<file path="src/rtl/ecreg_pkg.sv">
`timescale 1ns/1ps
package ecreg_pkg;
    localparam int AW       = 8;
    localparam int DW       = 8;
    localparam int NCAN     = 2;
    localparam int REGS_PER = 2;
    localparam int NREG     = NCAN * REGS_PER;
    localparam int STRIDE   = 32;
    localparam int SRST_BIT = 7;

    typedef logic [AW-1:0] addr_t;
    typedef logic [DW-1:0] byte_t;

    typedef enum logic {G_IDLE, G_ARMED} guard_e;

    typedef struct packed {
        addr_t addr;
        byte_t dflt;
        byte_t set1;
        byte_t clr0;
        logic  prot;
    } reg_attr_t;

    function automatic reg_attr_t reg_attr(int i);
        reg_attr_t a;
        int can;
        int sub;
        can    = i / REGS_PER;
        sub    = i % REGS_PER;
        a.addr = addr_t'(can * STRIDE + sub);
        a.dflt = (sub == 1) ? byte_t'(8'h02) : byte_t'(8'h00);
        a.set1 = (sub == 1) ? byte_t'(8'h02) : byte_t'(8'h00);
        a.clr0 = (sub == 0 && can == 1) ? byte_t'(8'h01) : byte_t'(8'h00);
        a.prot = (can == 1);
        return a;
    endfunction
endpackage

</file>
<file path="src/rtl/ecreg_dwguard.sv">
`timescale 1ns/1ps
module ecreg_dwguard
    import ecreg_pkg::*;
#(
    parameter int MIN_CYC = 70,
    parameter int MAX_CYC = 4000
) (
    input  logic  clk,
    input  logic  rst,
    input  logic  wr_stb,
    input  addr_t wr_addr,
    input  logic  prot_hit,
    output logic  ok
);
    localparam int CW = $clog2(MAX_CYC + 1);
    localparam logic [CW-1:0] MIN_C = CW'(MIN_CYC);
    localparam logic [CW-1:0] MAX_C = CW'(MAX_CYC);
    localparam logic [CW-1:0] ONE   = CW'(1);

    guard_e         st;
    addr_t          pend;
    logic [CW-1:0]  cnt;

    assign ok = wr_stb && prot_hit && (st == G_ARMED) && (wr_addr == pend) && (cnt >= MIN_C);

    always_ff @(posedge clk) begin
        if (rst) begin
            st   <= G_IDLE;
            pend <= '0;
            cnt  <= '0;
        end else if (wr_stb) begin
            if (ok) begin
                st  <= G_IDLE;
                cnt <= '0;
            end else if (prot_hit) begin
                st   <= G_ARMED;
                pend <= wr_addr;
                cnt  <= ONE;
            end else begin
                st  <= G_IDLE;
                cnt <= '0;
            end
        end else if (st == G_ARMED) begin
            if (cnt == MAX_C) begin
                st  <= G_IDLE;
                cnt <= '0;
            end else begin
                cnt <= cnt + ONE;
            end
        end
    end

    // gap counter stays inside [1, MAX] while a first write is pending
    assert_window_bounds_R3: assert property (@(posedge clk) disable iff (rst)
        (st == G_ARMED) |-> (cnt >= ONE && cnt <= MAX_C));

    // an expired window drops the pending write before any overrun
    assert_expire_R6: assert property (@(posedge clk) disable iff (rst)
        (st == G_ARMED && cnt == MAX_C && !wr_stb) |=> (st == G_IDLE));
endmodule

</file>
<file path="src/rtl/ecreg_cell.sv">
`timescale 1ns/1ps
module ecreg_cell
    import ecreg_pkg::*;
#(
    parameter int IDX = 0
) (
    input  logic  clk,
    input  logic  rst,
    input  logic  we,
    input  logic  init,
    input  byte_t wdata,
    output byte_t q
);
    localparam reg_attr_t ATTR = reg_attr(IDX);

    always_ff @(posedge clk) begin
        if (rst || init) begin
            q <= ATTR.dflt;
        end else if (we) begin
            q <= (wdata & ~ATTR.clr0) | ATTR.set1;
        end
    end

    assert_reserved_R8: assert property (@(posedge clk) disable iff (rst)
        ((q & ATTR.clr0) == '0) && ((q & ATTR.set1) == ATTR.set1));
endmodule

</file>
<file path="src/rtl/ec_ctl_bank.sv">
`timescale 1ns/1ps
module ec_ctl_bank
    import ecreg_pkg::*;
#(
    parameter int CLK_MHZ    = 200,
    parameter int MIN_GAP_NS = 350,
    parameter int MAX_GAP_NS = 20000
) (
    input  logic        clk,
    input  logic        rst,
    input  logic        bus_stb,
    input  logic        bus_we,
    input  logic [7:0]  bus_addr,
    input  logic [7:0]  bus_wdata,
    output logic [7:0]  bus_rdata,
    output logic [7:0]  ca_cfg1,
    output logic [7:0]  ca_cfg2,
    output logic [7:0]  cb_cfg1,
    output logic [7:0]  cb_cfg2,
    output logic [1:0]  coef_clr
);
    localparam int MIN_CYC = (MIN_GAP_NS * CLK_MHZ + 999) / 1000;
    localparam int MAX_CYC = (MAX_GAP_NS * CLK_MHZ) / 1000;

    byte_t             q [NREG];
    logic [NREG-1:0]   sel;
    logic [NREG-1:0]   commit;
    logic [NCAN-1:0]   init;
    logic [NCAN-1:0]   clr_q;
    logic              wr_stb;
    logic              prot_hit;
    logic              guard_ok;
    byte_t             rd_mux;

    assign wr_stb = bus_stb && bus_we;

    always_comb begin
        prot_hit = 1'b0;
        for (int i = 0; i < NREG; i++) begin
            sel[i] = wr_stb && (bus_addr == reg_attr(i).addr);
            if (sel[i] && reg_attr(i).prot) prot_hit = 1'b1;
        end
    end

    ecreg_dwguard #(.MIN_CYC(MIN_CYC), .MAX_CYC(MAX_CYC)) u_guard (
        .clk      (clk),
        .rst      (rst),
        .wr_stb   (wr_stb),
        .wr_addr  (bus_addr),
        .prot_hit (prot_hit),
        .ok       (guard_ok)
    );

    for (genvar i = 0; i < NREG; i++) begin : g_reg
        localparam reg_attr_t A = reg_attr(i);
        if (A.prot) begin : g_prot
            assign commit[i] = sel[i] && guard_ok;
        end else begin : g_open
            assign commit[i] = sel[i];
        end
        ecreg_cell #(.IDX(i)) u_cell (
            .clk   (clk),
            .rst   (rst),
            .we    (commit[i]),
            .init  (init[i / REGS_PER]),
            .wdata (bus_wdata),
            .q     (q[i])
        );
    end

    for (genvar c = 0; c < NCAN; c++) begin : g_can
        assign init[c] = commit[c * REGS_PER] && bus_wdata[SRST_BIT];
    end

    always_ff @(posedge clk) begin
        if (rst) clr_q <= '0;
        else     clr_q <= init;
    end

    always_comb begin
        rd_mux = '0;
        for (int i = 0; i < NREG; i++) begin
            if (bus_addr == reg_attr(i).addr) rd_mux = q[i];
        end
    end

    always_ff @(posedge clk) begin
        if (rst)                     bus_rdata <= '0;
        else if (bus_stb && !bus_we) bus_rdata <= rd_mux;
    end

    assign ca_cfg1  = q[0];
    assign ca_cfg2  = q[1];
    assign cb_cfg1  = q[2];
    assign cb_cfg2  = q[3];
    assign coef_clr = clr_q;

    // protected registers change only on a confirmed write or a soft reset
    for (genvar i = 0; i < NREG; i++) begin : g_chk
        localparam reg_attr_t B = reg_attr(i);
        if (B.prot) begin : g_p
            assert_prot_commit_R4: assert property (@(posedge clk) disable iff (rst)
                ($past(!rst) && !$past(init[i / REGS_PER]) && (q[i] != $past(q[i])))
                    |-> $past(guard_ok));
        end
    end

    // a clear pulse coincides with the owner's registers at default values
    for (genvar c = 0; c < NCAN; c++) begin : g_clr
        assert_clear_defaults_R9: assert property (@(posedge clk) disable iff (rst)
            coef_clr[c] |-> (q[c * REGS_PER] == reg_attr(c * REGS_PER).dflt &&
                             q[c * REGS_PER + 1] == reg_attr(c * REGS_PER + 1).dflt));
    end
endmodule

</file>
<file path="config.mk">
export PLATFORM = sky130hd
export DESIGN_NAME = ec_ctl_bank
export DESIGN_NICKNAME = d
export VERILOG_FILES = /design/src/rtl/ecreg_pkg.sv /design/src/rtl/ecreg_dwguard.sv /design/src/rtl/ecreg_cell.sv /design/src/rtl/ec_ctl_bank.sv
export SDC_FILE = /design/constraint.sdc
export NUM_CORES = 1
export LEC_CHECK = 0
export BUFFER_PORTS_ARGS = -buffer_cell sky130_fd_sc_hd__buf_2
export CAP_MARGIN = 20
export CORE_MARGIN = 2
export CORE_UTILIZATION = 55
export DETAILED_ROUTE_END_ITERATION = 6
export PLACE_DENSITY_LB_ADDON = 0.1
export SLEW_MARGIN = 20
export SYNTH_ARGS = -nofsm -noshare
export SYNTH_HDL_FRONTEND = slang
export SYNTH_SLANG_ARGS = --single-unit
</file>
<file path="constraint.sdc">
create_clock -name clk -period 3.1 [get_ports clk]
set_input_delay 0.31 -clock clk [delete_from_list [all_inputs] [get_ports clk]]
set_output_delay 0.31 -clock clk [all_outputs]
set_load 0.03 [all_outputs]
</file>
# After elaboration in Yosys (flattened, before gate mapping)
# Cells that the tools add are included.
word_totals:
  romBits: 0
  mem_count: 0
  mem_bits_rw: 0
  latchBits: 0
  reg_bits: 60
  wordCells: 53
op_classes:
  shift: 0
  bitwise: 1
  n_mul: 0
  reduce_logical: 20
  n_div: 0
  eq_ne: 5
  add_sub_neg: 1
  n_lt_le_gt_ge: 1
  n_mux: 16
ops:
  columns: ["cell", "n"]
  rows:
  - ["12-bit 2-to-1 mux", 4]
  - ["8-bit 2-to-1 mux", 4]
  - ["8-bit by 6-bit == test with 1-bit output, second input constant", 2]
  - ["1-bit logical AND", 14]
  - ["12-bit by 1-bit adder with 12-bit output, second input constant", 1]
  - ["12-bit == test, second input constant", 1]
  - ["12-bit by 7-bit greater-or-equal comparator with 1-bit output, second input constant", 1]
  - ["8-bit by 1-bit == test with 1-bit output, second input constant", 1]
  - ["8-bit == test", 1]
  - ["8-bit zero test", 1]
  - ["1-bit 2-to-1 mux", 8]
  - ["3-bit AND reduction", 1]
  - ["1-bit logical OR", 2]
  - ["2-bit nonzero test", 1]
  - ["1-bit zero test", 1]
  - ["1-bit inverter", 1]

# Depth between registers and ports, before layout
depth:
  depth_word: 11
  depth_mapped: 9

# Hierarchy
# A second synthesis with hierarchy kept.
unflattened:
  cells_unflattened: 355
  hier_area_um2: 3220.6
modules_own_cells:
  columns: ["module", "cells_each", "seq_area_each_um2", "area_per_inst_um2", "instances"]
  rows:
  - ["ecreg_dwguard", 142, 420.4, 1246.2, 1]
  - ["ec_ctl_bank", 108, 200.2, 887.1, 1]
  - ["ecreg_cell at g_reg[1].u_cell ...", 26, 140.1, 264.0, 3]
  - ["ecreg_cell at g_reg[0].u_cell", 27, 160.2, 295.3, 1]

# Least setup slack after synthesis
# Ideal clock, no wire load.
synth_timing:
  path_type: "register to register"
  from: "reg u_guard.cnt[7]"
  to: "reg u_guard.pend[1]"
  period_less_slack_ps: 1833
  stages_incl_launch_ff: 6
  arrival_ps: 1698
  path_slack_ps: 1267
  cell_sequence: "dfxtp_1 or4_4 a211o_1 buf_2 a311oi_2 nor3b_1"
synth_via:
  elab_chain_cells: 4
synth_rtl:
  columns: ["element", "line", "rtl"]
  rows:
  - ["from (decl)", "ecreg_dwguard.sv:22", "logic [CW-1:0] cnt;"]
  - ["from (signal assigned)", "ecreg_dwguard.sv:48", "cnt <= cnt + ONE;"]
  - ["12-bit by 7-bit greater-or-equal comparator with 1-bit output", "ecreg_dwguard.sv:24", "assign ok = wr_stb && prot_hit && (st == G_ARMED) && (wr_addr == pend) && (cnt >= MIN_C);"]
  - ["1-bit logical AND", "ecreg_dwguard.sv:24", null]
  - ["1-bit inverter (no line)", null, null]
  - ["3-bit AND reduction (no line)", null, null]
  - ["to (signal assigned)", "ecreg_dwguard.sv:37", "pend <= wr_addr;"]
  - ["to (decl)", "ecreg_dwguard.sv:21", "addr_t pend;"]
# No other way between the ends.
# A chain may end at the register's enable or synchronous reset.

# Worst setup path after layout
layout_timing:
  from: "reg u_guard.cnt[0]"
  to: "reg g_reg[2].u_cell.q[4]"
layout_via:
  elab_chain_cells: 5
layout_rtl:
  columns: ["element", "line", "rtl"]
  rows:
  - ["12-bit by 7-bit greater-or-equal comparator with 1-bit output *", "ecreg_dwguard.sv:24", null]
  - ["1-bit logical AND *", "ecreg_dwguard.sv:24", null]
  - ["1-bit logical AND *", "ec_ctl_bank.sv:57", "assign commit[i] = sel[i] && guard_ok;"]
  - ["1-bit logical AND", "ec_ctl_bank.sv:72", "assign init[c] = commit[c * REGS_PER] && bus_wdata[SRST_BIT];"]
  - ["1-bit logical OR", "ecreg_cell.sv:17", "if (rst || init) begin"]
  - ["to (signal assigned)", "ecreg_cell.sv:18", "q <= ATTR.dflt;"]
  - ["to (signal assigned)", "ecreg_cell.sv:20", "q <= (wdata & ~ATTR.clr0) | ATTR.set1;"]
  - ["to (decl)", "ecreg_cell.sv:12", "output byte_t q"]
# Every way passes the cells marked *; elsewhere a longest branch is shown, timed or not.

==> report_table.html <==
<table>
<tr><th>Metric</th><th>Value</th></tr>
<tr><th colspan="2">Run status</th></tr>
<tr><td>Outcome</td><td>finished clean</td></tr>
<tr><th colspan="2">Clock tree</th></tr>
<tr><td>Worst-skew pair later-pin latency</td><td>340 ps</td></tr>
<tr><td>Total CTS buffers</td><td>9</td></tr>
<tr><td>Post-CTS Resized</td><td>0</td></tr>
<tr><td>Bufs on Longest Clock Path</td><td>2</td></tr>
<tr><td>H-Tree Level Count</td><td>3</td></tr>
<tr><td>CTS sink count</td><td>60</td></tr>
<tr><td>TritonCTS clock tree</td><td>yes</td></tr>
<tr><td>Post-CTS setup buffer count</td><td>0</td></tr>
<tr><td>Number of hold buffers added after CTS</td><td>0</td></tr>
<tr><td>Clk slew on worst S/H paths</td><td>~70 ps</td></tr>
<tr><td>CTS Root Cell</td><td>clkbuf_8</td></tr>
<tr><th colspan="2">Logic synthesis</th></tr>
<tr><td>Prevailing post-synth register cell</td><td>dfxtp_1</td></tr>
<tr><td>Sequential share of the synthesized area</td><td>slightly above 40%</td></tr>
<tr><td>Synth Register Bits</td><td>60</td></tr>
<tr><td>Syn Area/Cell</td><td>between 9 and 10 µm²</td></tr>
<tr><td>Post-synthesis async set-or-reset flop share</td><td>0%</td></tr>
<tr><td>Number of enable-type register cells in the synthesized netlist</td><td>0</td></tr>
<tr><td>Netlist area before placement</td><td>slightly below 3000 µm²</td></tr>
<tr><td>Netlist cell types</td><td>52</td></tr>
<tr><td>Post-Syn Instances</td><td>316</td></tr>
<tr><td>Largest cells by area after synthesis</td><td>dfxtp_1 (41%), mux4_2 (4.6%), nand2_1 (4.0%), nor2_1 (3.9%), nand4_1 (3.7%)</td></tr>
<tr><td>Fraction of post-synthesis cell area in the top cell type by area</td><td>41.3%</td></tr>
<tr><td>Number of synthesis warnings</td><td>0</td></tr>
<tr><td>Cell taking the most area after synthesis</td><td>dfxtp_1</td></tr>
<tr><th colspan="2">Finish</th></tr>
<tr><td>Number of nets in the layout</td><td>393</td></tr>
<tr><td>Non-Filler Cell Area, Final</td><td>approximately 3400 µm²</td></tr>
<tr><td>Area growth from synthesis to layout</td><td>16.7%</td></tr>
<tr><td>Final core area utilization</td><td>66.4%</td></tr>
<tr><td>Top library cells by usage in the layout, fill and taps aside</td><td>dfxtp_1 (60), buf_2 (58), nand2_1 (31), nor2_1 (30), a21oi_1 (20)</td></tr>
<tr><td>Share of layout cells above drive strength 1</td><td>27.7%</td></tr>
<tr><td>Most common library cell in the layout ignoring fill and taps</td><td>dfxtp_1</td></tr>
<tr><td>Diodes inserted</td><td>0</td></tr>
<tr><th colspan="2">Floorplan</th></tr>
<tr><td>Die W</td><td>between 70 and 80 µm</td></tr>
<tr><td>Height of the die</td><td>76.7 µm</td></tr>
<tr><td>Num ports</td><td>62</td></tr>
<tr><td>Die Area</td><td>5880 µm²</td></tr>
<tr><td>Initial core utilization</td><td>56.9%</td></tr>
<tr><td>Core outline area</td><td>approximately 5000 µm²</td></tr>
<tr><td>Placement row count</td><td>26</td></tr>
<tr><th colspan="2">Global route</th></tr>
<tr><td>Largest net degree at the start of global routing</td><td>37</td></tr>
<tr><td>Via count of the first global-routing pass</td><td>2,296</td></tr>
<tr><td>Global-route congestion overflow total</td><td>0</td></tr>
<tr><td>Global-route usage over all layers</td><td>25.2%</td></tr>
<tr><td>Initial antenna violation count</td><td>0</td></tr>
<tr><td>Wire length of the first global-routing pass</td><td>approximately 12 mm</td></tr>
<tr><th colspan="2">Power</th></tr>
<tr><td>Switching power</td><td>370 µW</td></tr>
<tr><td>Peak VDD IR</td><td>about 0.00028 V</td></tr>
<tr><td>Fraction of power consumed by the clock network</td><td>42.0%</td></tr>
<tr><td>Sum of internal, switching and leakage power</td><td>1470 µW</td></tr>
<tr><td>Cell-internal power</td><td>1100 µW</td></tr>
<tr><td>Switching share of power</td><td>25.2%</td></tr>
<tr><td>Leakage component of the power</td><td>0.00128 µW</td></tr>
<tr><td>Total power density per cell area</td><td>433 nW/µm²</td></tr>
<tr><td>Comb power frac</td><td>5.4%</td></tr>
<tr><td>Proportion of power drawn by flip-flops and latches</td><td>52.6%</td></tr>
<tr><th colspan="2">Timing</th></tr>
<tr><td>Peak clock frequency supported by timing</td><td>about 0.44 GHz</td></tr>
<tr><td>Tmin final</td><td>2250 ps</td></tr>
<tr><td>RSZ-0062 raised after global routing</td><td>no</td></tr>
<tr><td>Total Negative Setup Slacks</td><td>0 ps</td></tr>
<tr><td>Clock Skews</td><td>~4.7 ps</td></tr>
<tr><td>Final Hold Violating Endpoints</td><td>0</td></tr>
<tr><td>Worst-Margin Slew</td><td>709 ps</td></tr>
<tr><td>Final critical-path share of the clock period</td><td>72.7%</td></tr>
<tr><td>Smallest setup slack after layout</td><td>846 ps</td></tr>
<tr><td>Worst slew slack as a fraction of its limit</td><td>52.4%</td></tr>
<tr><td>Number of endpoints failing setup at the final stage</td><td>0</td></tr>
<tr><td>Number of max-slew violations in the final report</td><td>0</td></tr>
<tr><th colspan="2">Place</th></tr>
<tr><td>Gpl congestion</td><td>0.834</td></tr>
<tr><td>Post-placement cell area</td><td>3220 µm²</td></tr>
<tr><td>Count of input and output buffers</td><td>58</td></tr>
<tr><td>Worst-case setup slack after placement</td><td>698 ps</td></tr>
<tr><td>Post-DP HPWL</td><td>4.91 mm</td></tr>
<tr><th colspan="2">Detailed routing</th></tr>
<tr><td>Initial DRC count</td><td>158</td></tr>
<tr><td>Final routed wirelength across all metal layers</td><td>slightly above 7 mm</td></tr>
<tr><td>Detail-routed net length per standard cell</td><td>around 16 µm</td></tr>
<tr><td>Via count</td><td>2,603</td></tr>
<tr><td>Number of design rule violations left after detail routing</td><td>0</td></tr>
<tr><td>Count of nets left with antenna violations after detail routing</td><td>0</td></tr>
<tr><td>Drt via density</td><td>~5.8</td></tr>
<tr><td>Number of detailed-routing iterations run before antenna repair</td><td>4</td></tr>
<tr><th colspan="2">Setup path</th></tr>
<tr><td>Top Family by Delay on Critical Path</td><td>compound AO/OA/AOI/OAI gates</td></tr>
<tr><td>Required time of the critical path</td><td>3370 ps</td></tr>
<tr><td>Crit path capture</td><td>g_reg[2].u_cell.q[4]$_SDFFE_PP0P_</td></tr>
<tr><td>CP Launch Type</td><td>register</td></tr>
<tr><td>R2r endpoint</td><td>g_reg[2].u_cell.q[4]$_SDFFE_PP0P_</td></tr>
<tr><td>Reg-to-Reg Start</td><td>u_guard.cnt[0]$_SDFFE_PP0P_</td></tr>
<tr><td>Critical Path Start</td><td>u_guard.cnt[0]$_SDFFE_PP0P_</td></tr>
<tr><td>Worst R2R Path Depth</td><td>7</td></tr>
<tr><td>Worst path slowest cell</td><td>a211o_1</td></tr>
<tr><td>Worst Path Max Fanout</td><td>17</td></tr>
<tr><td>Total buffers and inverters traversed by the critical path</td><td>1</td></tr>
<tr><td>Crit Path Category</td><td>register to register</td></tr>
<tr><td>Total number of cells along the worst setup path</td><td>7</td></tr>
<tr><td>Minimum setup slack among reg-to-reg paths</td><td>850 ps</td></tr>
<tr><td>Worst Setup End Kind</td><td>register</td></tr>
<tr><td>Delay of the slowest critical-path stage</td><td>530 ps</td></tr>
<tr><td>Critical path, cell by cell</td><td>inv_1 -&gt; ha_1 -&gt; o21ai_0 -&gt; nand2_1 -&gt; a211o_1 -&gt; a41o_1 -&gt; a21oi_2</td></tr>
<tr><td>Data arrival, critical path</td><td>2530 ps</td></tr>
<tr><th colspan="2">Flow run</th></tr>
<tr><td>Reported max-cap violation count</td><td>0</td></tr>
<tr><th colspan="2">Hold path</th></tr>
<tr><td>Hold crit path type</td><td>input port to register</td></tr>
</table>
==> tightest hold or removal path: stages <==
cell     delay, ps
buf_2          110
nand2_1         50
a21oi_1         50
==> stage by stage <==
| stage | instances | hold WS, ps |
|---|---|---|
| after global placement | 429 | 447 |
| after global routing | 445 | 230 |
| final | 445 | 224 |
| after CTS | 445 | 221 |
| after detailed placement | 429 | 454 |
| after floorplan | 317 | 437 |
==> per-layer routing <==
layer | vias up | global-route usage, % | part of all wire, %
li1 | 1288 | - | -
met1 | 1230 | 36.3 | 49
met2 | 74 | 36.2 | 43
met3 | 11 | 6.12 | 5.7
met4 | 0 | 10.0 | 1.5
met5 | - | 0 | 0
==> state kept, by name, summed over array words and instances, names as in the netlist <==
register      cells
u_guard.pend      8
g.u_cell.q       29
u_guard.st        1
u_guard.cnt      12
bus_rdata         8
coef_clr          2
==> worst min-delay path by stage <==
| stage | startpoint | endpoint | slack [ps] | cells past startpoint |
|---|---|---|---|---|
| 2_1_floorplan | u_guard.pend[5]$_SDFFE_PP0P_ | u_guard.pend[5]$_SDFFE_PP0P_ | 440 | 2 |
| 3_3_place_gp | u_guard.pend[5]$_SDFFE_PP0P_ | u_guard.pend[5]$_SDFFE_PP0P_ | 450 | 2 |
| 3_5_place_dp | u_guard.pend[5]$_SDFFE_PP0P_ | u_guard.pend[5]$_SDFFE_PP0P_ | 450 | 2 |
| 4_1_cts | bus_wdata[1] | g_reg[0].u_cell.q[1]$_SDFFE_PP0P_ | 220 | 3 |
| 5_1_grt | bus_wdata[1] | g_reg[0].u_cell.q[1]$_SDFFE_PP0P_ | 230 | 3 |
| 6_report | bus_wdata[1] | g_reg[0].u_cell.q[1]$_SDFFE_PP0P_ | 220 | 3 |
==> area by class of cell <==
class	instances	area, µm²
inverter	5	18.8
clock buffer	11	141
tap	70	87.6
fill	475	1710
timing repair buffer	64	335
multi-input combinational	230	1580
clock inverter	5	27.5
sequential	60	1200
==> power by group through the flow <==
stage	Sequential (µW)	Clock [µW]	Combinational (µW)
after global routing	773	662	88.3
after detailed placement	791	0	80.5
after CTS	773	623	80.8
final	773	617	80.0
after global placement	791	0	80.4
after floorplan	791	0	56.0
==> synth_stat cells, types with 7 or more instances <==
cell / number
mux2i_1: 10
nor2_1: 30
dfxtp_1: 60
nand4_1: 17
a22oi_1: 8
nor3b_1: 10
clkbuf_1: 9
o31ai_1: 14
xor2_1: 7
a21oi_2: 10
nand2_1: 31
a21oi_1: 20
a311oi_1: 7
==> kinds of logic after synthesis <==
logic type | after synthesis | synth area share, %
AOI/OAI and AO/OA | 80 | 20.1
xor gates and xnor gates | 8 | 2.41
adders and majority gates | 3 | 1.29
buffers and inverters | 27 | 4.39
DFF | 60 | 41.3
muxes | 16 | 8.09
other | 2 | 0.258
and+or+nand+nor | 120 | 22.1
(Power assumes the default switching activity.)
